### config.mk
export PLATFORM = sky130hd
export DESIGN_NAME = spi_tx_fifo_engine
export DESIGN_NICKNAME = d
export VERILOG_FILES = /design/src/rtl/spi_tx_pkg.sv /design/src/rtl/spi_tx_regs.sv /design/src/rtl/spi_tx_fifo.sv /design/src/rtl/spi_tx_divider.sv /design/src/rtl/spi_tx_shifter.sv /design/src/rtl/spi_tx_fifo_engine.sv
export SDC_FILE = /design/constraint.sdc
export NUM_CORES = 1
export LEC_CHECK = 0
export BUFFER_PORTS_ARGS = -buffer_cell sky130_fd_sc_hd__buf_2
export CAP_MARGIN = 20
export CORE_ASPECT_RATIO = 0.9
export CORE_UTILIZATION = 53
export DETAILED_ROUTE_END_ITERATION = 10
export PLACE_DENSITY = 0.7
export SYNTH_ARGS = -nofsm -noshare
export SYNTH_HDL_FRONTEND = slang
export SYNTH_HIERARCHICAL = 1
export SYNTH_SLANG_ARGS = --single-unit
### constraint.sdc
create_clock -name clk -period 3.2 [get_ports clk]
set_input_delay 0.64 -clock clk [delete_from_list [all_inputs] [get_ports clk]]
set_output_delay 0.64 -clock clk [all_outputs]
set_load 0.05 [all_outputs]
### src/rtl/spi_tx_pkg.sv
package spi_tx_pkg;

    typedef enum logic [1:0] {
        ST_IDLE  = 2'd0,
        ST_SHIFT = 2'd1,
        ST_PAUSE = 2'd2
    } shift_state_e;

    localparam logic [1:0] ADDR_CTRL = 2'd0;
    localparam logic [1:0] ADDR_STAT = 2'd1;
    localparam logic [1:0] ADDR_DATA = 2'd2;

    localparam int REG_W      = 16;
    localparam int CTRL_EN    = 15;
    localparam int STAT_FLAG  = 15;
    localparam int STAT_IE    = 14;
    localparam int STAT_THR_L = 4;
    localparam int FLD_W      = 4;

endpackage

### src/rtl/spi_tx_regs.sv
module spi_tx_regs
    import spi_tx_pkg::*;
#(
    parameter int DIV_W = 3,
    parameter int AW    = 4
) (
    input  logic                 clk,
    input  logic                 rst_n,
    input  logic                 reg_wr,
    input  logic [1:0]           reg_addr,
    input  logic [REG_W-1:0]     reg_wdata,
    input  logic                 byte_done,
    input  logic [AW:0]          level_nxt,
    output logic                 enable,
    output logic [DIV_W-1:0]     div_code,
    output logic                 push_req,
    output logic [REG_W-1:0]     reg_rdata,
    output logic                 irq
);

    localparam int LVL_W = AW + 1;

    logic               en_q;
    logic [DIV_W-1:0]   code_q;
    logic               ie_q;
    logic               flag_q;
    logic [FLD_W-1:0]   thr_q;
    logic [FLD_W-1:0]   snap_q;

    logic wr_ctrl, wr_stat, wr_data, below_thr, flag_clr;

    assign wr_ctrl   = reg_wr && (reg_addr == ADDR_CTRL);
    assign wr_stat   = reg_wr && (reg_addr == ADDR_STAT);
    assign wr_data   = reg_wr && (reg_addr == ADDR_DATA);
    assign below_thr = byte_done && (level_nxt < LVL_W'(thr_q));
    assign flag_clr  = wr_stat && reg_wdata[STAT_FLAG];

    always_ff @(posedge clk) begin
        if (!rst_n) begin
            en_q   <= 1'b0;
            code_q <= '0;
        end else if (wr_ctrl) begin
            en_q   <= reg_wdata[CTRL_EN];
            code_q <= reg_wdata[DIV_W-1:0];
        end
    end

    always_ff @(posedge clk) begin
        if (!rst_n) begin
            ie_q   <= 1'b0;
            thr_q  <= '0;
            flag_q <= 1'b0;
            snap_q <= '0;
        end else begin
            if (wr_stat) begin
                ie_q  <= reg_wdata[STAT_IE];
                thr_q <= reg_wdata[STAT_THR_L +: FLD_W];
            end
            if (below_thr)
                flag_q <= 1'b1;
            else if (flag_clr)
                flag_q <= 1'b0;
            if (byte_done)
                snap_q <= level_nxt[FLD_W-1:0];
        end
    end

    always_comb begin
        reg_rdata = '0;
        unique case (reg_addr)
            ADDR_CTRL: begin
                reg_rdata[CTRL_EN]     = en_q;
                reg_rdata[DIV_W-1:0]   = code_q;
            end
            ADDR_STAT: begin
                reg_rdata[STAT_FLAG]            = flag_q;
                reg_rdata[STAT_IE]              = ie_q;
                reg_rdata[STAT_THR_L +: FLD_W]  = thr_q;
                reg_rdata[FLD_W-1:0]            = snap_q;
            end
            default: reg_rdata = '0;
        endcase
    end

    assign enable   = en_q;
    assign div_code = code_q;
    assign push_req = wr_data && en_q;
    assign irq      = flag_q && ie_q;

    a_r9_flag_sticky: assert property (@(posedge clk) disable iff (!rst_n)
        flag_q && !flag_clr |=> flag_q);

    a_r10_flag_clear: assert property (@(posedge clk) disable iff (!rst_n)
        flag_clr && !byte_done |=> !flag_q);

    a_r8_snap_hold: assert property (@(posedge clk) disable iff (!rst_n)
        !byte_done && !wr_stat |=> $stable(snap_q));

endmodule

### src/rtl/spi_tx_fifo.sv
module spi_tx_fifo #(
    parameter int AW = 4,
    parameter int DW = 8
) (
    input  logic          clk,
    input  logic          rst_n,
    input  logic          push,
    input  logic [DW-1:0] wdata,
    input  logic          pop,
    input  logic          retire,
    output logic [DW-1:0] head,
    output logic [AW:0]   level,
    output logic [AW:0]   level_nxt
);

    localparam int DEPTH = 1 << AW;

    logic [DW-1:0] mem [DEPTH];
    logic [AW-1:0] wptr, rptr;
    logic [AW:0]   lvl_q;
    logic          full, accept;

    assign full   = (lvl_q == (AW+1)'(DEPTH));
    assign accept = push && !full;

    always_comb begin
        level_nxt = lvl_q;
        if (accept && !retire)
            level_nxt = lvl_q + 1'b1;
        else if (!accept && retire)
            level_nxt = lvl_q - 1'b1;
    end

    always_ff @(posedge clk) begin
        if (accept)
            mem[wptr] <= wdata;
    end

    always_ff @(posedge clk) begin
        if (!rst_n) begin
            wptr  <= '0;
            rptr  <= '0;
            lvl_q <= '0;
        end else begin
            if (accept) wptr <= wptr + 1'b1;
            if (pop)    rptr <= rptr + 1'b1;
            lvl_q <= level_nxt;
        end
    end

    assign head  = mem[rptr];
    assign level = lvl_q;

    a_r5_level_bound: assert property (@(posedge clk) disable iff (!rst_n)
        lvl_q <= (AW+1)'(DEPTH));

    a_r5_drop_when_full: assert property (@(posedge clk) disable iff (!rst_n)
        push && full && !retire |=> lvl_q == (AW+1)'(DEPTH));

    a_r2_pop_nonempty: assert property (@(posedge clk) disable iff (!rst_n)
        pop |-> lvl_q != '0);

endmodule

### src/rtl/spi_tx_divider.sv
module spi_tx_divider #(
    parameter int DIV_W = 3
) (
    input  logic             clk,
    input  logic             rst_n,
    input  logic             restart,
    input  logic             run,
    input  logic [DIV_W-1:0] code,
    output logic             bit_last
);

    localparam int MAXP   = 2 << ((1 << DIV_W) - 2);
    localparam int CW     = $clog2(MAXP);
    localparam int SPAN_W = CW + 1;

    logic [SPAN_W-1:0] span;
    logic [CW-1:0]     cnt_q, last_q;

    assign span = SPAN_W'(2) << code;

    always_ff @(posedge clk) begin
        if (!rst_n) begin
            cnt_q  <= '0;
            last_q <= '0;
        end else if (restart) begin
            cnt_q  <= '0;
            last_q <= CW'(span - SPAN_W'(1));
        end else if (run) begin
            cnt_q  <= cnt_q + 1'b1;
        end
    end

    assign bit_last = run && (cnt_q == last_q);

    a_r3_count_bound: assert property (@(posedge clk) disable iff (!rst_n)
        run |-> cnt_q <= last_q);

    a_r7_period_hold: assert property (@(posedge clk) disable iff (!rst_n)
        !restart |=> $stable(last_q));

endmodule

### src/rtl/spi_tx_shifter.sv
module spi_tx_shifter
    import spi_tx_pkg::*;
#(
    parameter int DW    = 8,
    parameter int AW    = 4,
    parameter int DIV_W = 3
) (
    input  logic             clk,
    input  logic             rst_n,
    input  logic             enable,
    input  logic [DIV_W-1:0] div_code,
    input  logic [AW:0]      level,
    input  logic [DW-1:0]    head,
    input  logic             bit_last,
    output logic             pop,
    output logic             retire,
    output logic             restart,
    output logic             run,
    output logic             sdo,
    output logic             bit_start
);

    localparam int IDX_W = $clog2(DW);

    shift_state_e state, nxt;
    logic [DW-1:0]    shreg;
    logic [IDX_W-1:0] bit_idx;
    logic             first_q;
    logic             run_ok, do_load, do_shift;

    assign run_ok = enable && (div_code != {DIV_W{1'b1}});

    always_comb begin
        nxt      = state;
        do_load  = 1'b0;
        do_shift = 1'b0;
        retire   = 1'b0;
        unique case (state)
            ST_IDLE: begin
                if (run_ok && level != '0) begin
                    do_load = 1'b1;
                    nxt     = ST_SHIFT;
                end
            end
            ST_SHIFT: begin
                if (bit_last) begin
                    if (bit_idx == '0) begin
                        retire = 1'b1;
                        if (run_ok && level > (AW+1)'(1))
                            do_load = 1'b1;
                        else
                            nxt = ST_IDLE;
                    end else if (run_ok) begin
                        do_shift = 1'b1;
                    end else begin
                        nxt = ST_PAUSE;
                    end
                end
            end
            ST_PAUSE: begin
                if (run_ok) begin
                    do_shift = 1'b1;
                    nxt      = ST_SHIFT;
                end
            end
            default: nxt = ST_IDLE;
        endcase
    end

    always_ff @(posedge clk) begin
        if (!rst_n)
            state <= ST_IDLE;
        else
            state <= nxt;
    end

    always_ff @(posedge clk) begin
        if (!rst_n) begin
            shreg   <= '0;
            bit_idx <= '0;
            first_q <= 1'b0;
        end else begin
            first_q <= do_load || do_shift;
            if (do_load) begin
                shreg   <= head;
                bit_idx <= IDX_W'(DW - 1);
            end else if (do_shift) begin
                shreg   <= {shreg[DW-2:0], 1'b0};
                bit_idx <= bit_idx - 1'b1;
            end
        end
    end

    always_comb begin
        pop       = do_load;
        restart   = do_load || do_shift;
        run       = (state == ST_SHIFT);
        bit_start = (state == ST_SHIFT) && first_q;
        sdo       = (state == ST_IDLE) ? 1'b0 : shreg[DW-1];
    end

    a_r12_drain_to_idle: assert property (@(posedge clk) disable iff (!rst_n)
        state == ST_SHIFT && bit_last && bit_idx == '0 && level == (AW+1)'(1)
        |=> state == ST_IDLE);

    a_r4_no_start_halted: assert property (@(posedge clk) disable iff (!rst_n)
        !run_ok |=> !first_q);

    a_r4_pause_holds: assert property (@(posedge clk) disable iff (!rst_n)
        state == ST_PAUSE && !run_ok |=> state == ST_PAUSE && $stable(shreg));

endmodule

### src/rtl/spi_tx_fifo_engine.sv
module spi_tx_fifo_engine
    import spi_tx_pkg::*;
#(
    parameter int AW    = 4,
    parameter int DW    = 8,
    parameter int DIV_W = 3
) (
    input  logic             clk,
    input  logic             rst_n,
    input  logic             reg_wr,
    input  logic [1:0]       reg_addr,
    input  logic [15:0]      reg_wdata,
    output logic [15:0]      reg_rdata,
    output logic             sdo,
    output logic             bit_start,
    output logic             irq
);

    logic             enable, push_req, pop, retire, restart, run, bit_last;
    logic [DIV_W-1:0] div_code;
    logic [AW:0]      level, level_nxt;
    logic [DW-1:0]    head;

    spi_tx_regs #(.DIV_W(DIV_W), .AW(AW)) u_regs (
        .clk       (clk),
        .rst_n     (rst_n),
        .reg_wr    (reg_wr),
        .reg_addr  (reg_addr),
        .reg_wdata (reg_wdata),
        .byte_done (retire),
        .level_nxt (level_nxt),
        .enable    (enable),
        .div_code  (div_code),
        .push_req  (push_req),
        .reg_rdata (reg_rdata),
        .irq       (irq)
    );

    spi_tx_fifo #(.AW(AW), .DW(DW)) u_fifo (
        .clk       (clk),
        .rst_n     (rst_n),
        .push      (push_req),
        .wdata     (reg_wdata[DW-1:0]),
        .pop       (pop),
        .retire    (retire),
        .head      (head),
        .level     (level),
        .level_nxt (level_nxt)
    );

    spi_tx_divider #(.DIV_W(DIV_W)) u_div (
        .clk      (clk),
        .rst_n    (rst_n),
        .restart  (restart),
        .run      (run),
        .code     (div_code),
        .bit_last (bit_last)
    );

    spi_tx_shifter #(.DW(DW), .AW(AW), .DIV_W(DIV_W)) u_shift (
        .clk       (clk),
        .rst_n     (rst_n),
        .enable    (enable),
        .div_code  (div_code),
        .level     (level),
        .head      (head),
        .bit_last  (bit_last),
        .pop       (pop),
        .retire    (retire),
        .restart   (restart),
        .run       (run),
        .sdo       (sdo),
        .bit_start (bit_start)
    );

    a_r11_irq_needs_enable: assert property (@(posedge clk) disable iff (!rst_n)
        irq |-> reg_wr || 1'b1 ? (u_regs.ie_q && u_regs.flag_q) : 1'b0);

endmodule

# Word-level counts from Yosys, hierarchy flattened
# Memory sizes are Yosys's and may differ from the RTL's. A register that Yosys moved wholly into a read port is not among the register bits.
# Index checks and enable logic that the tools add are counted.
[op_classes] n_eq_ne=12 n_div=0 n_reduce_logical=27 magnitude_cmp=2 n_addsub=7 n_mul=0 shift=1 bitwise=1 n_mux=36
[op_table] cell="two-way mux 1 bit" n=16
[op_table] cell="two-way mux 8 bit" n=2
[op_table] cell="logical AND 1 bit" n=15
[op_table] cell="two-way mux 5 bit" n=3
[op_table] cell="two-way mux 2 bit" n=6
[op_table] cell="!= test 3 bit, second input constant" n=3
[op_table] cell="adder 4 x 1 -> 4 bit, second input constant" n=2
[op_table] cell="two-way mux 4 bit" n=2
[op_table] cell="adder 7 x 1 -> 7 bit, second input constant" n=1
[op_table] cell="== test 7 bit" n=1
[op_table] cell="left shift 2 x 3 -> 7 bit, first input constant" n=1
[op_table] cell="subtractor 7 x 1 -> 7 bit, second input constant" n=1
[op_table] cell="two-way mux 3 bit" n=2
[op_table] cell="case mux 1 bit (2 select lines)" n=3
[op_table] cell="case mux 2 bit (3 select lines)" n=1
[op_table] cell="case mux 3 bit (2 select lines)" n=1
[op_table] cell="adder 5 x 1 -> 5 bit, second input constant" n=1
[op_table] cell="== test 5 bit, second input constant" n=1
[op_table] cell="> comparator 5 x 1 -> 1 bit, second input constant" n=1
[op_table] cell="< comparator 5 x 4 -> 1 bit" n=1
[op_table] cell="AND reduction 5 bit" n=1
[op_table] cell="nonzero test 5 bit" n=1
[op_table] cell="subtractor 5 x 1 -> 5 bit, second input constant" n=1
[op_table] cell="== test 2 x 1 -> 1 bit, second input constant" n=2
[op_table] cell="other kinds (11)" n=17
[word_totals] latch_bits=0 word_cells=102 inputBits=21 ff_bits=55 mem_bits_rw=128 out_inout_bits=19 n_memories=1 rom_bits=0
[memory_table] memory="u_fifo.mem" words=16 width=8 rd=1 rd_clocked_by_memory_dff=1 wr=1 line_no="spi_tx_fifo.sv:18" source="logic [DW-1:0] mem [DEPTH];"

# Depth between registers and ports, before layout
# Gate-level depths: netlist (run 1).
[logic_depth] depth_word=11 mapped_depth=15

# Modules after synthesis
# Netlist (run 1), hierarchy kept.
[by_module_without_submodules] mod="spi_tx_fifo" n_inst=1 area_per_inst_um2=5914.4 cells_each=312 seq_area_each_um2=4184.0
[by_module_without_submodules] mod="spi_tx_regs" n_inst=1 area_per_inst_um2=842.1 cells_each=93 seq_area_each_um2=280.3
[by_module_without_submodules] mod="spi_tx_shifter" n_inst=1 area_per_inst_um2=814.5 cells_each=94 seq_area_each_um2=280.3
[by_module_without_submodules] mod="spi_tx_divider" n_inst=1 area_per_inst_um2=673.1 cells_each=73 seq_area_each_um2=280.3

# Least setup slack after synthesis (run 1)
# Ideal clock, no wire load.
[synth_path] path_type="register -> register" start="register u_shift.state[1]" end="register u_regs.flag_q" arrival_ns=2.574 synth_period_minus_slack_ns=2.648 required_ns=3.126 setup_ns=0.074 n_path_buf=2 path_stages_with_launch=15 path_slack_ns=0.552 path_cell_list="dfxtp_1 inv_1 ha_1 buf_4 nand4_1 nor2_1 and3_1 buf_2 and4b_1 a31oi_1 xnor2_1 ha_1 a21oi_1 o21ai_0 o21ai_0"
[synth_between] elab_chain_len=10
[synth_lines] element="start: declaration" line_no="spi_tx_shifter.sv:25" source="shift_state_e state, nxt;"
[synth_lines] element="start signal: assignment" line_no="spi_tx_shifter.sv:74" source="state <= nxt;"
[synth_lines] element="== test 2 x 1 -> 1 bit *" line_no="spi_tx_shifter.sv:97" source="run = (state == ST_SHIFT);"
[synth_lines] element="via run" line_no="spi_tx_fifo_engine.sv:19" source="logic enable, push_req, pop, retire, restart, run, bit_last;"
[synth_lines] element="logical AND 1 bit *" line_no="spi_tx_divider.sv:33" source="assign bit_last = run && (cnt_q == last_q);"
[synth_lines] element="via bit_last" line_no="spi_tx_fifo_engine.sv:19"
[synth_lines] element="two-way mux 1 bit *" line_no="spi_tx_shifter.sv:46" source="if (bit_last) begin"
[synth_lines] element="two-way mux 1 bit *" line_no="spi_tx_shifter.sv:38" source="unique case (state)"
[synth_lines] element="via retire" line_no="spi_tx_fifo_engine.sv:19"
[synth_lines] element="logical AND 1 bit or logical NOT 1 bit (tied branches)" line_no="spi_tx_fifo.sv:30, spi_tx_fifo.sv:28"
[synth_lines] element="two-way mux 5 bit or logical AND 1 bit (tied branches)" line_no="spi_tx_fifo.sv:30, spi_tx_fifo.sv:28"
[synth_lines] element="two-way mux 5 bit *" line_no="spi_tx_fifo.sv:28" source="if (accept && !retire)"
[synth_lines] element="via level_nxt[2]" line_no="spi_tx_fifo_engine.sv:21" source="logic [AW:0] level, level_nxt;"
[synth_lines] element="< comparator 5 x 4 -> 1 bit *" line_no="spi_tx_regs.sv:35" source="assign below_thr = byte_done && (level_nxt < LVL_W'(thr_q));"
[synth_lines] element="logical AND 1 bit *" line_no="spi_tx_regs.sv:35"
[synth_lines] element="two-way mux 1 bit or nonzero test 2 bit (tied branches)"
[synth_lines] element="end signal: assignment" line_no="spi_tx_regs.sv:52" source="flag_q <= 1'b0;"
[synth_lines] element="end signal: assignment" line_no="spi_tx_regs.sv:60" source="flag_q <= 1'b1;"
[synth_lines] element="end signal: assignment" line_no="spi_tx_regs.sv:62" source="flag_q <= 1'b0;"
[synth_lines] element="end: declaration" line_no="spi_tx_regs.sv:26" source="logic flag_q;"
# The timed path passes the listed nets; every way through them passes the cells marked *.
# A chain may end at the register's enable or synchronous reset.

# Worst setup path in the final report (run 1)
[layout_path] start="register u_shift.bit_idx[0]" end="register u_regs.flag_q"
[layout_between] elab_chain_len=10
[layout_lines] element="start: declaration" line_no="spi_tx_shifter.sv:27" source="logic [IDX_W-1:0] bit_idx;"
[layout_lines] element="start signal: assignment" line_no="spi_tx_shifter.sv:86" source="bit_idx <= IDX_W'(DW - 1);"
[layout_lines] element="start signal: assignment" line_no="spi_tx_shifter.sv:89" source="bit_idx <= bit_idx - 1'b1;"
[layout_lines] element="logical NOT 3 bit *" line_no="spi_tx_shifter.sv:47" source="if (bit_idx == '0) begin"
[layout_lines] element="two-way mux 1 bit *" line_no="spi_tx_shifter.sv:47"
[layout_lines] element="two-way mux 1 bit *" line_no="spi_tx_shifter.sv:46"
[layout_lines] element="two-way mux 1 bit *" line_no="spi_tx_shifter.sv:38"
[layout_lines] element="via retire" line_no="spi_tx_fifo_engine.sv:19"
[layout_lines] element="logical AND 1 bit or logical NOT 1 bit (tied branches)" line_no="spi_tx_fifo.sv:30, spi_tx_fifo.sv:28"
[layout_lines] element="two-way mux 5 bit or logical AND 1 bit (tied branches)" line_no="spi_tx_fifo.sv:30, spi_tx_fifo.sv:28"
[layout_lines] element="two-way mux 5 bit *" line_no="spi_tx_fifo.sv:28"
[layout_lines] element="via level_nxt[3]" line_no="spi_tx_fifo_engine.sv:21"
[layout_lines] element="< comparator 5 x 4 -> 1 bit *" line_no="spi_tx_regs.sv:35"
[layout_lines] element="logical AND 1 bit *" line_no="spi_tx_regs.sv:35"
[layout_lines] element="two-way mux 1 bit or nonzero test 2 bit (tied branches)"
# Marks and branches as above.

==> results of run 1 <==
==> per-layer routing <==
metal	vias to the layer above	share of wire	GRT usage
li1	2206	-	-
met1	2267	0.47	0.299
met2	116	0.48	0.321
met3	8	0.051	0.0470
met4	0	0.0065	0.0554
met5	-	0	0
==> state kept, by name, summed over array words and instances, names as in the netlist, 5 cells and up, named ones only <==
| register | count |
|---|---|
| u_div/cnt_q | 7 |
| u_shift/shreg | 8 |
| u_fifo/level | 5 |
| u_div/last_q | 7 |
| u_fifo/mem | 128 |
==> Yosys cell counts, drive strengths merged, types with 2 or more instances <==
library cell and instances:
and4 4, nor2 15, a31oi 6, nor2b 16, and2 26, nand2 34, or2 2, nor3b 4
o21ai 19, xor2 4, and2b 2, nor3 2, and3 6, inv 16, clkbuf 6, edfxtp 128
a21oi 19, dfxtp 59, clkdlybuf4s25 3, nand3b 4, or3 6, nand3 9, and4b 2, or4 2
nand4 8, xnor2 18, ha 18, mux2i 26, a22oi 16, nand4bb 2, nand2b 7, buf 26
a21boi 10, mux4 32, nor4b 2
==> kinds of logic after synthesis <==
logic type / count (synthesis) / share of synthesized area
compound gates: 79 / 0.0618
xor+xnor: 22 / 0.0243
fa+ha+maj: 18 / 0.0273
buf+inv: 51 / 0.0367
flops: 187 / 0.610
mux: 59 / 0.128
other cells: 1 / 0.000455
simple gates: 155 / 0.112
==> cell type report <==
type / instances / area [um2] / share of cell area
Clock buffer: 17 / 425 / 0.0469
Clock inverter: 15 / 173 / 0.0190
Inverter: 16 / 60.1 / 0.00662
Multi-Input combinational cell: 339 / 2940 / 0.324
Sequential cell: 187 / 5030 / 0.554
Tap cell: 198 / 248 / 0.0273
Timing Repair Buffer: 34 / 200 / 0.0221
==> worst register-to-register path, delay by kind of cell (launching register included) <==
| kind | cells | cell delay, ns |
|---|---|---|
| xor gates and xnor gates | 1 | 0.18 |
| and+or+nand+nor | 5 | 1.44 |
| buffers and inverters | 1 | 0.10 |
| AOI/OAI and AO/OA | 2 | 0.33 |
| DFF | 1 | 0.30 |
| adders and majority gates | 2 | 0.44 |
==> through the flow <==
| step | cell area [um2] | util | power [mW] | setup WS, ns |
|---|---|---|---|---|
| 2_1_floorplan | 8260 | - | 2.80 | 0.552 |
| 3_3_place_gp | 8470 | 0.567 | 2.84 | 0.398 |
| 3_5_place_dp | 8470 | 0.567 | 2.85 | 0.416 |
| 4_1_cts | 9070 | 0.608 | 4.90 | 0.342 |
| 5_1_grt | 9070 | 0.608 | 5.01 | 0.0534 |
| 6_report | 9070 | 0.608 | 4.85 | 0.348 |
==> worst max path at each step <==
| stage | start | to | slack, ns | depth (start not counted) |
|---|---|---|---|---|
| 5_1_grt | u_div/cnt_q[2]$_SDFFE_PP0P_ | u_regs/flag_q$_SDFFE_PN0P_ | 0.05 | 11 |
| 6_report | u_shift/bit_idx[0]$_SDFFE_PN0P_ | u_regs/flag_q$_SDFFE_PN0P_ | 0.35 | 11 |
| 3_3_place_gp | reg_addr[0] | u_regs/flag_q$_SDFFE_PN0P_ | 0.40 | 9 |
| 4_1_cts | u_div/cnt_q[2]$_SDFFE_PP0P_ | u_regs/flag_q$_SDFFE_PN0P_ | 0.34 | 11 |
| 3_5_place_dp | reg_addr[0] | u_regs/flag_q$_SDFFE_PN0P_ | 0.42 | 9 |
| 2_1_floorplan | u_shift/state[1]$_SDFFE_PN0P_ | u_regs/flag_q$_SDFFE_PN0P_ | 0.55 | 14 |
==> power groups by stage <==
stage | sequential [mW] | combinational, mW | clock [mW]
final | 2.61 | 0.194 | 2.05
after global routing | 2.61 | 0.214 | 2.19
after CTS | 2.60 | 0.195 | 2.10
after detailed placement | 2.66 | 0.194 | 0
after global placement | 2.66 | 0.187 | 0
after floorplan | 2.65 | 0.142 | 0
==> impl_metrics.json, run 1 <==
{
  "critPathKind": "reg2reg",
  "setup_viol_count_final": 0,
  "slew-limit-headroom": 0.502,
  "dieArea_um2": 16100,
  "switching_power_mw": 1.15,
  "numPortBuffers": 27,
  "hold_ws_ns": 0.468,
  "synthArstFlopShare": 0,
  "clock.fmax_mhz": 351,
  "power_frac_clock": 0.423,
  "syn_to_final_growth_pct": 9.99,
  "cp.required_ns": 3.56,
  "cp-end-kind": "flop",
  "clk_latency_ns": 0.43,
  "num_antenna_cells": 0,
  "final_cell_count_no_fill": 806,
  "wl_per_cell_um": 19.2,
  "track_usage": 0.208,
  "synth.top_cell.area_share": 0.466,
  "row_count": 42,
  "cts_resized": 0,
  "die_w_um": 133,
  "cts.sinks": 187,
  "drive_above_1_share": 0.153,
  "slowest_delay_ns": 0.41,
  "overflow": 0,
  "hpwlAfterDp_um": 9850,
  "worst_ir_drop_vdd_uv": 428,
  "worstReg2RegEnd": "u_regs/flag_q$_SDFFE_PN0P_",
  "r2r_cells": 11,
  "syn_area_um2": 8240,
  "firstDrtPassIters": 5,
  "syn_area_per_cell_um2": 14.4,
  "wl_um": 15500,
  "synth_seq_area_share": 0.610,
  "vias": 4597,
  "skew_ns": 0.0109,
  "fin_tns_setup_ns": 0,
  "dp_cells": 774,
  "antenna_found_initial": 0,
  "hold_path_startpoint": "reg_wdata[14]",
  "n_fill_cell": 1125,
  "synth_top_area_cell": "edfxtp_1",
  "cp_top_family": "simple AND/OR/NAND/NOR gates",
  "fp.dieH_um": 120,
  "hold_end": "u_regs/ie_q$_SDFFE_PN0N_",
  "cp_cell_sequence": "inv_1 > ha_1 > nor2b_1 > and3_1 > nor4b_1 > a21oi_1 > xnor2_1 > ha_1 > nor3b_1 > nand2_1 > o21ai_0",
  "ios": 40,
  "max_cap_violations": 0,
  "p_leak_nw": 3.14,
  "yosys_warnings": 6,
  "hold_path_class": "in2reg",
  "start_util": 0.552,
  "p_seq_frac": 0.537,
  "h-tree-depth": 4,
  "coreArea_um2": 14900,
  "crit_buf_inv": 1,
  "tightest_slew_ns": 0.746,
  "post_cts_buffers": 0,
  "routed_via_density": 5.70,
  "p_int_mw": 3.71,
  "rsz0062_at_grt": "no",
  "critPathLaunchType": "flop",
  "finalHoldViolCount": 0,
  "synth_top_flop_cell": "edfxtp_1",
  "finalMaxSlewViolations": 0,
  "hold_buffers": 0,
  "clk_path_buf_depth": 2,
  "synth_edf_count": 128,
  "worstReg2RegStart": "u_shift/bit_idx[0]$_SDFFE_PN0P_",
  "cp_max_fo": 6,
  "grt_max_degree": 50,
  "final_common_cell": "edfxtp_1",
  "crit_path_frequent_cell": "ha_1",
  "numCtsBuffers": 17,
  "synth_area_leaders": "edfxtp_1 (47%), dfxtp_1 (14%), mux4_1 (5.1%), mux4_2 (4.4%), mux2i_1 (3.2%)",
  "synthCells": 572,
  "ant_nets": 0,
  "post-route-period-util": 0.891,
  "place_congestion": 0.761,
  "clock-root-buffer": "clkbuf_16",
  "status": "finished, final reports clean",
  "p_per_area_nw_per_um2": 535,
  "tritoncts": "done",
  "drc": 0,
  "nets": 634,
  "p_comb_frac": 0.040,
  "final_cell_mix": "edfxtp_1 (128), dfxtp_1 (58), nand2_1 (34)",
  "dr.first_iter.drc_count": 373,
  "switching_share": 0.236,
  "min_period_ns": 2.85,
  "path_clk_slew_ns": 0.07,
  "grt_first_pass_wirelength_um": 24500,
  "cp_slowest_cell": "and3_1",
  "grt_pass1_vias": 4440,
  "r2r_setup_slack_ns": 0.35,
  "ys_types": 59,
  "worst_ep_arrival_time_ns": 3.22,
  "hold_depth": 3,
  "synth_seq_cells": 187
}
No activity file was read; power rests on OpenSTA's default activity.
==> run 2: changes to the inputs <==
--- a/config.mk
+++ b/config.mk
@@ -7,11 +7,10 @@
 export LEC_CHECK = 0
 export BUFFER_PORTS_ARGS = -buffer_cell sky130_fd_sc_hd__buf_2
 export CAP_MARGIN = 20
-export CORE_ASPECT_RATIO = 0.9
+export CORE_ASPECT_RATIO = 0.8
 export CORE_UTILIZATION = 53
 export DETAILED_ROUTE_END_ITERATION = 10
 export PLACE_DENSITY = 0.7
 export SYNTH_ARGS = -nofsm -noshare
 export SYNTH_HDL_FRONTEND = slang
-export SYNTH_HIERARCHICAL = 1
 export SYNTH_SLANG_ARGS = --single-unit
==> impl_metrics.json, run 2 <==
{
  "status": "finished, final reports clean",
  "row_count": 39,
  "synth_top_flop_cell": "edfxtp_1",
  "num_antenna_cells": 0,
  "post-route-period-util": 0.966,
  "syn_to_final_growth_pct": 13.6,
  "hpwlAfterDp_um": 11100,
  "track_usage": 0.226,
  "cts.sinks": 187,
  "clk_path_buf_depth": 2,
  "p_per_area_nw_per_um2": 611,
  "grt_use_met1": 0.331,
  "use_met3": 0.0563,
  "critPathKind": "reg2reg",
  "largest_reg_flops": 128,
  "vias": 4749,
  "finalMaxSlewViolations": 0,
  "place_congestion": 0.875,
  "yosys-top-cells-count": "edfxtp_1 (128), dfxtp_1 (59), nor2_1 (43)",
  "hold_path_class": "reg2reg",
  "slew-limit-headroom": 0.441,
  "numPortBuffers": 27,
  "tightest_slew_ns": 0.836,
  "hold_buffers": 0,
  "h-tree-depth": 4,
  "die_w_um": 139,
  "clk_latency_ns": 0.42,
  "synth_seq_area_share": 0.628,
  "grt_first_pass_wirelength_um": 26300,
  "syn_area_per_cell_um2": 14.2,
  "worstReg2RegStart": "u_shift.bit_idx[0]$_SDFFE_PN0P_",
  "p_leak_nw": 3.19,
  "numCtsBuffers": 17,
  "post-synth-top-count-cell": "edfxtp_1",
  "final_common_cell": "edfxtp_1",
  "hold_end": "u_regs.snap_q[1]$_SDFFE_PN0P_",
  "drive_above_1_share": 0.221,
  "cp_max_fo": 4,
  "p_seq_frac": 0.483,
  "tritoncts": "done",
  "biggestRegsByFlops": "u_fifo.mem x128, u_shift.shreg x8",
  "yosys_warnings": 0,
  "antenna_found_initial": 1,
  "p_int_mw": 4.25,
  "largest-register": "u_fifo.mem",
  "dieArea_um2": 15600,
  "cp-end-kind": "flop",
  "r2r_cells": 13,
  "dr.first_iter.drc_count": 522,
  "synth_area_leaders": "edfxtp_1 (48%), dfxtp_1 (15%), mux4_2 (9.0%), ha_1 (3.1%), mux2i_1 (2.8%)",
  "finalHoldViolCount": 0,
  "switching_share": 0.236,
  "synth_seq_cells": 187,
  "switching_power_mw": 1.31,
  "synth.top_cell.area_share": 0.480,
  "critPathLaunch": "u_shift.bit_idx[0]$_SDFFE_PN0P_",
  "fp.dieH_um": 112,
  "ys_types": 64,
  "critPathLaunchType": "flop",
  "grt_busiest_layer": "met2",
  "max_cap_violations": 0,
  "synth_top_area_cell": "edfxtp_1",
  "overflow": 0,
  "firstDrtPassIters": 5,
  "worstReg2RegEnd": "u_regs.flag_q$_SDFFE_PN0P_",
  "p_comb_frac": 0.120,
  "ios": 40,
  "setup_viol_count_final": 0,
  "grt_pass1_vias": 4785,
  "synthCells": 563,
  "r2r_setup_slack_ns": 0.11,
  "wl_per_cell_um": 20.3,
  "start_util": 0.552,
  "grt_max_degree": 35,
  "wl_um": 16400,
  "grt.met2_usage": 0.345,
  "final_cell_count_no_fill": 808,
  "min_period_ns": 3.09,
  "hold_depth": 2,
  "dp_cells": 775,
  "clock.fmax_mhz": 324,
  "routed_via_density": 5.88,
  "power_mw": 5.56,
  "synth_edf_count": 128,
  "ant_nets": 0,
  "n_fill_cell": 1063,
  "path_clk_slew_ns": 0.07,
  "hold_path_startpoint": "u_regs.snap_q[1]$_SDFFE_PN0P_",
  "coreArea_um2": 14500,
  "clock-root-buffer": "clkbuf_16",
  "skew_ns": 0.00713,
  "power_frac_clock": 0.397,
  "nets": 652,
  "synthArstFlopShare": 0,
  "syn_area_um2": 8010,
  "final_cell_mix": "edfxtp_1 (128), dfxtp_1 (58), nor2_1 (43)",
  "cp.required_ns": 3.55,
  "worst_ep_arrival_time_ns": 3.44,
  "worst_ir_drop_vdd_uv": 420,
  "drc": 0
}
[run 2: changes by cell type after synthesis, sizes merged, moves of 5 or more]
cell / before / now
nand2b: 7 / 2
o21ai: 19 / 8
a21boi: 10 / 1
nor2: 15 / 43
a21oi: 19 / 13
xnor2: 18 / 12
nor4: 0 / 8
xor2: 4 / 12
nor2b: 16 / 6
clkbuf: 6 / 13
a31oi: 6 / 1
and2: 26 / 12
nor3: 2 / 8
o2bb2ai: 0 / 8
[run 2: layout make-up]
type,instances,area (um2),share of cell area
repair buffers,60,395,0.0435
multi-input cells,326,2750,0.302
inverters,19,71.3,0.00784
clock inverters,12,170,0.0187
clock buffers,20,457,0.0502
well taps,184,230,0.0253
flip-flops and latches,187,5030,0.552
[run 2: per-layer routing]
| metal | routed length (um) | share of wire |
|---|---|---|
| met5 | 8 | 0.00049 |
| met4 | 96 | 0.0059 |
| met3 | 819 | 0.050 |
| met2 | 7590 | 0.46 |
| met1 | 7860 | 0.48 |
[run 2: how the worst max path moves through the flow]
stage	endpoint	slack [ns]	cells after the start
floorplan	u_regs.flag_q$_SDFFE_PN0P_	0.14	12
global placement	u_regs.flag_q$_SDFFE_PN0P_	0.12	12
detailed placement	u_regs.flag_q$_SDFFE_PN0P_	0.02	12
CTS	u_regs.flag_q$_SDFFE_PN0P_	0.009	13
global route	u_regs.flag_q$_SDFFE_PN0P_	-0.04	13
finish	u_regs.flag_q$_SDFFE_PN0P_	0.11	13
[run 2: power by group through the flow]
stage,sequential [mW],combinational [mW],clock (mW)
2_1_floorplan,2.72,0.465,0
3_3_place_gp,2.73,0.604,0
3_5_place_dp,2.73,0.622,0
4_1_cts,2.68,0.634,2.21
5_1_grt,2.69,0.734,2.33
6_report,2.68,0.665,2.21
[run 2: what timing repair did]
action | in CTS | in global routing
setup endpoints to repair | 1 | 1
gates resized for setup | 1 | 5
setup buffers | 0 | 1
pin swaps | 0 | 1
[run 2: cell families (layout without fill, tap and decap cells)]
| group | Yosys count | in the layout | share of synthesized area |
|---|---|---|---|
| buf+inv | 55 | 111 | 0.0338 |
| mux | 55 | 55 | 0.119 |
| fa+ha+maj | 20 | 20 | 0.0313 |
| compound gates | 74 | 74 | 0.0692 |
| xor+xnor | 24 | 24 | 0.0263 |
| flops | 187 | 187 | 0.628 |
| other cells | 1 | 6 | 0.000468 |
| simple gates | 147 | 147 | 0.0924 |
[run 2: worst max-delay path: stages, from the launching register on]
cell and delay, ns:
dfxtp_1 0.30, inv_1 0.08, ha_1 0.20, ha_4 0.17
nand2_4 0.06, or4_4 0.58, or2_4 0.28, o31ai_2 0.21
xor2_1 0.23, ha_1 0.28, o21a_1 0.11, a311oi_1 0.23
o21ai_0 0.11, a21oi_1 0.17
[run 2: per-stage QoR]
step	cell area [um2]	setup slack (ns)	utilization	hold WS, ns	TNS (ns)
floorplan	8020	0.140	-	0.425	0
global placement	8440	0.124	0.583	0.445	0
detailed placement	8440	0.0235	0.583	0.450	0
CTS	9070	0.00861	0.626	0.465	0
global route	9100	-0.0369	0.628	0.483	-0.0369
finish	9100	0.109	0.628	0.465	0
==> run 3: changes to the inputs <==
--- a/config.mk
+++ b/config.mk
@@ -7,7 +7,6 @@
 export LEC_CHECK = 0
 export BUFFER_PORTS_ARGS = -buffer_cell sky130_fd_sc_hd__buf_2
 export CAP_MARGIN = 20
-export CORE_ASPECT_RATIO = 0.8
 export CORE_UTILIZATION = 53
 export DETAILED_ROUTE_END_ITERATION = 10
 export PLACE_DENSITY = 0.7
==> impl_metrics.json, run 3 (same netlist as run 2, synthesis figures left out) <==
{
  "status": "complete, but fails checks",
  "violations": "design-rule violations",
  "path_clk_slew_ns": 0.07,
  "grt_pass1_vias": 4593,
  "switching_power_mw": 1.40,
  "worstReg2RegStart": "u_shift.bit_idx[0]$_SDFFE_PN0P_",
  "p_seq_frac": 0.491,
  "slew-limit-headroom": 0.468,
  "hold_path_class": "reg2reg",
  "hold_ws_ns": 0.461,
  "grt_first_pass_wirelength_um": 24500,
  "ant_nets": 0,
  "max_cap_violations": 0,
  "drc": 7,
  "tightest_slew_ns": 0.794,
  "cp_max_fo": 4,
  "power_frac_clock": 0.385,
  "cp_top_family": "simple AND/OR/NAND/NOR gates",
  "antenna_found_initial": 0,
  "clk_latency_ns": 0.43,
  "skew_ns": 0.00774,
  "hold_path_startpoint": "u_div.last_q[0]$_SDFFE_PN0P_",
  "wl_per_cell_um": 19.1,
  "switching_share": 0.255,
  "place_congestion": 0.919,
  "final_cell_mix": "edfxtp_1 (128), dfxtp_1 (58), nor2_1 (43)",
  "setup_viol_count_final": 0,
  "slowest_delay_ns": 0.53,
  "cp.required_ns": 3.56,
  "r2r_cells": 13,
  "drive_above_1_share": 0.221,
  "num_antenna_cells": 0,
  "start_util": 0.547,
  "fin_tns_setup_ns": 0,
  "dieArea_um2": 15600,
  "critPathKind": "reg2reg",
  "p_leak_nw": 3.16,
  "track_usage": 0.210,
  "die_w_um": 125,
  "nets": 647,
  "tritoncts": "done",
  "fp.dieH_um": 125,
  "ios": 40,
  "hpwlAfterDp_um": 10300,
  "biggestRegsByFlops": "u_fifo.mem x128, u_shift.shreg x8",
  "dr.first_iter.drc_count": 392,
  "routed_via_density": 5.79,
  "r2r_setup_slack_ns": 0.15,
  "hold_depth": 2,
  "cp_slowest_cell": "or4_4",
  "worst_ep_arrival_time_ns": 3.41,
  "numPortBuffers": 27,
  "p_int_mw": 4.08,
  "n_fill_cell": 1085,
  "final_common_cell": "edfxtp_1",
  "clk_path_buf_depth": 2,
  "coreArea_um2": 14600,
  "clock-root-buffer": "clkbuf_16",
  "worst_ir_drop_vdd_uv": 417,
  "grt_max_degree": 35,
  "h-tree-depth": 4,
  "finalHoldViolCount": 0,
  "worstReg2RegEnd": "u_regs.flag_q$_SDFFE_PN0P_",
  "clock.fmax_mhz": 328,
  "syn_to_final_growth_pct": 13.2,
  "cp_cell_sequence": "inv_1 > ha_2 > ha_4 > nand2_4 > or4_4 > or2_4 > o31ai_4 > xor2_1 > ha_1 > o21a_1 > a311oi_2 > o21ai_1 > a21oi_1",
  "hold_end": "u_div.last_q[0]$_SDFFE_PN0P_",
  "power_mw": 5.48,
  "p_comb_frac": 0.124,
  "critPathLaunchType": "flop",
  "vias": 4651,
  "post-route-period-util": 0.952,
  "largest_reg_flops": 128,
  "crit_buf_inv": 1,
  "cp-end-kind": "flop",
  "overflow": 0,
  "numCtsBuffers": 17,
  "p_per_area_nw_per_um2": 605,
  "finalMaxSlewViolations": 0,
  "row_count": 44,
  "cts.sinks": 187,
  "min_period_ns": 3.05,
  "wl_um": 15300,
  "worst-path-stages": 13,
  "firstDrtPassIters": 10,
  "largest-register": "u_fifo.mem"
}
[run 3: per-layer routing]
layer / routed length [um] / track usage / vias to the layer above
met4: 210 / 0.0717 / 0
li1: - / - / 2199
met3: 759 / 0.0348 / 20
met2: 7320 / 0.336 / 167
met1: 7040 / 0.293 / 2265
met5: 0 / 0 / -
[run 3: worst max-delay path by stage]
stage | endpoint | slack (ns) | start
final | u_regs.flag_q$_SDFFE_PN0P_ | 0.15 | u_shift.bit_idx[0]$_SDFFE_PN0P_
after global routing | u_regs.flag_q$_SDFFE_PN0P_ | -0.02 | u_fifo.level[1]$_SDFF_PN0_
after CTS | u_regs.flag_q$_SDFFE_PN0P_ | 0.03 | u_shift.bit_idx[0]$_SDFFE_PN0P_
after detailed placement | u_regs.flag_q$_SDFFE_PN0P_ | -0.02 | u_shift.bit_idx[0]$_SDFFE_PN0P_
after global placement | u_regs.flag_q$_SDFFE_PN0P_ | 0.13 | u_shift.bit_idx[0]$_SDFFE_PN0P_
after floorplan | u_regs.flag_q$_SDFFE_PN0P_ | 0.14 | reg_addr[0]
[run 3: area by class of cell]
cell class | instances | area [um2] | share of cell area
flip-flops and latches | 187 | 5030 | 0.555
multi-input cells | 326 | 2770 | 0.306
clock buffers | 17 | 425 | 0.0470
repair buffers | 55 | 358 | 0.0395
well taps | 184 | 230 | 0.0254
clock inverters | 15 | 178 | 0.0196
inverters | 19 | 71.3 | 0.00787
[run 3: repair_timing]
item	4_1_cts	5_1_grt
pin swaps	0	4
endpoints found under the setup margin	1	1
hold buffers	0	0
setup buffers	0	1
resized for setup	1	11
[run 3: power by group through the flow]
stage          clock network [mW]  registers (mW)  logic [mW]
6_report                     2.11            2.69       0.681
5_1_grt                      2.22            2.70       0.747
4_1_cts                      2.13            2.69       0.614
3_5_place_dp                    0            2.74       0.603
3_3_place_gp                    0            2.74       0.579
2_1_floorplan                   0            2.72       0.465
[run 3: through the flow]
step                      area [um2]  instances  utilization  setup WS, ns
after floorplan                 8020        568            -         0.140
after global placement          8410        770        0.574         0.131
after detailed placement        8410        770        0.574       -0.0226
after CTS                       9010        802        0.615        0.0301
after global routing            9060        803        0.619       -0.0171
final                           9060        803        0.619         0.152
[run 3: worst min-delay path, cell delays in order, from the launching register on]
cell     delay [ns]
dfxtp_1        0.32
nand2_1        0.06
nand2_1        0.04
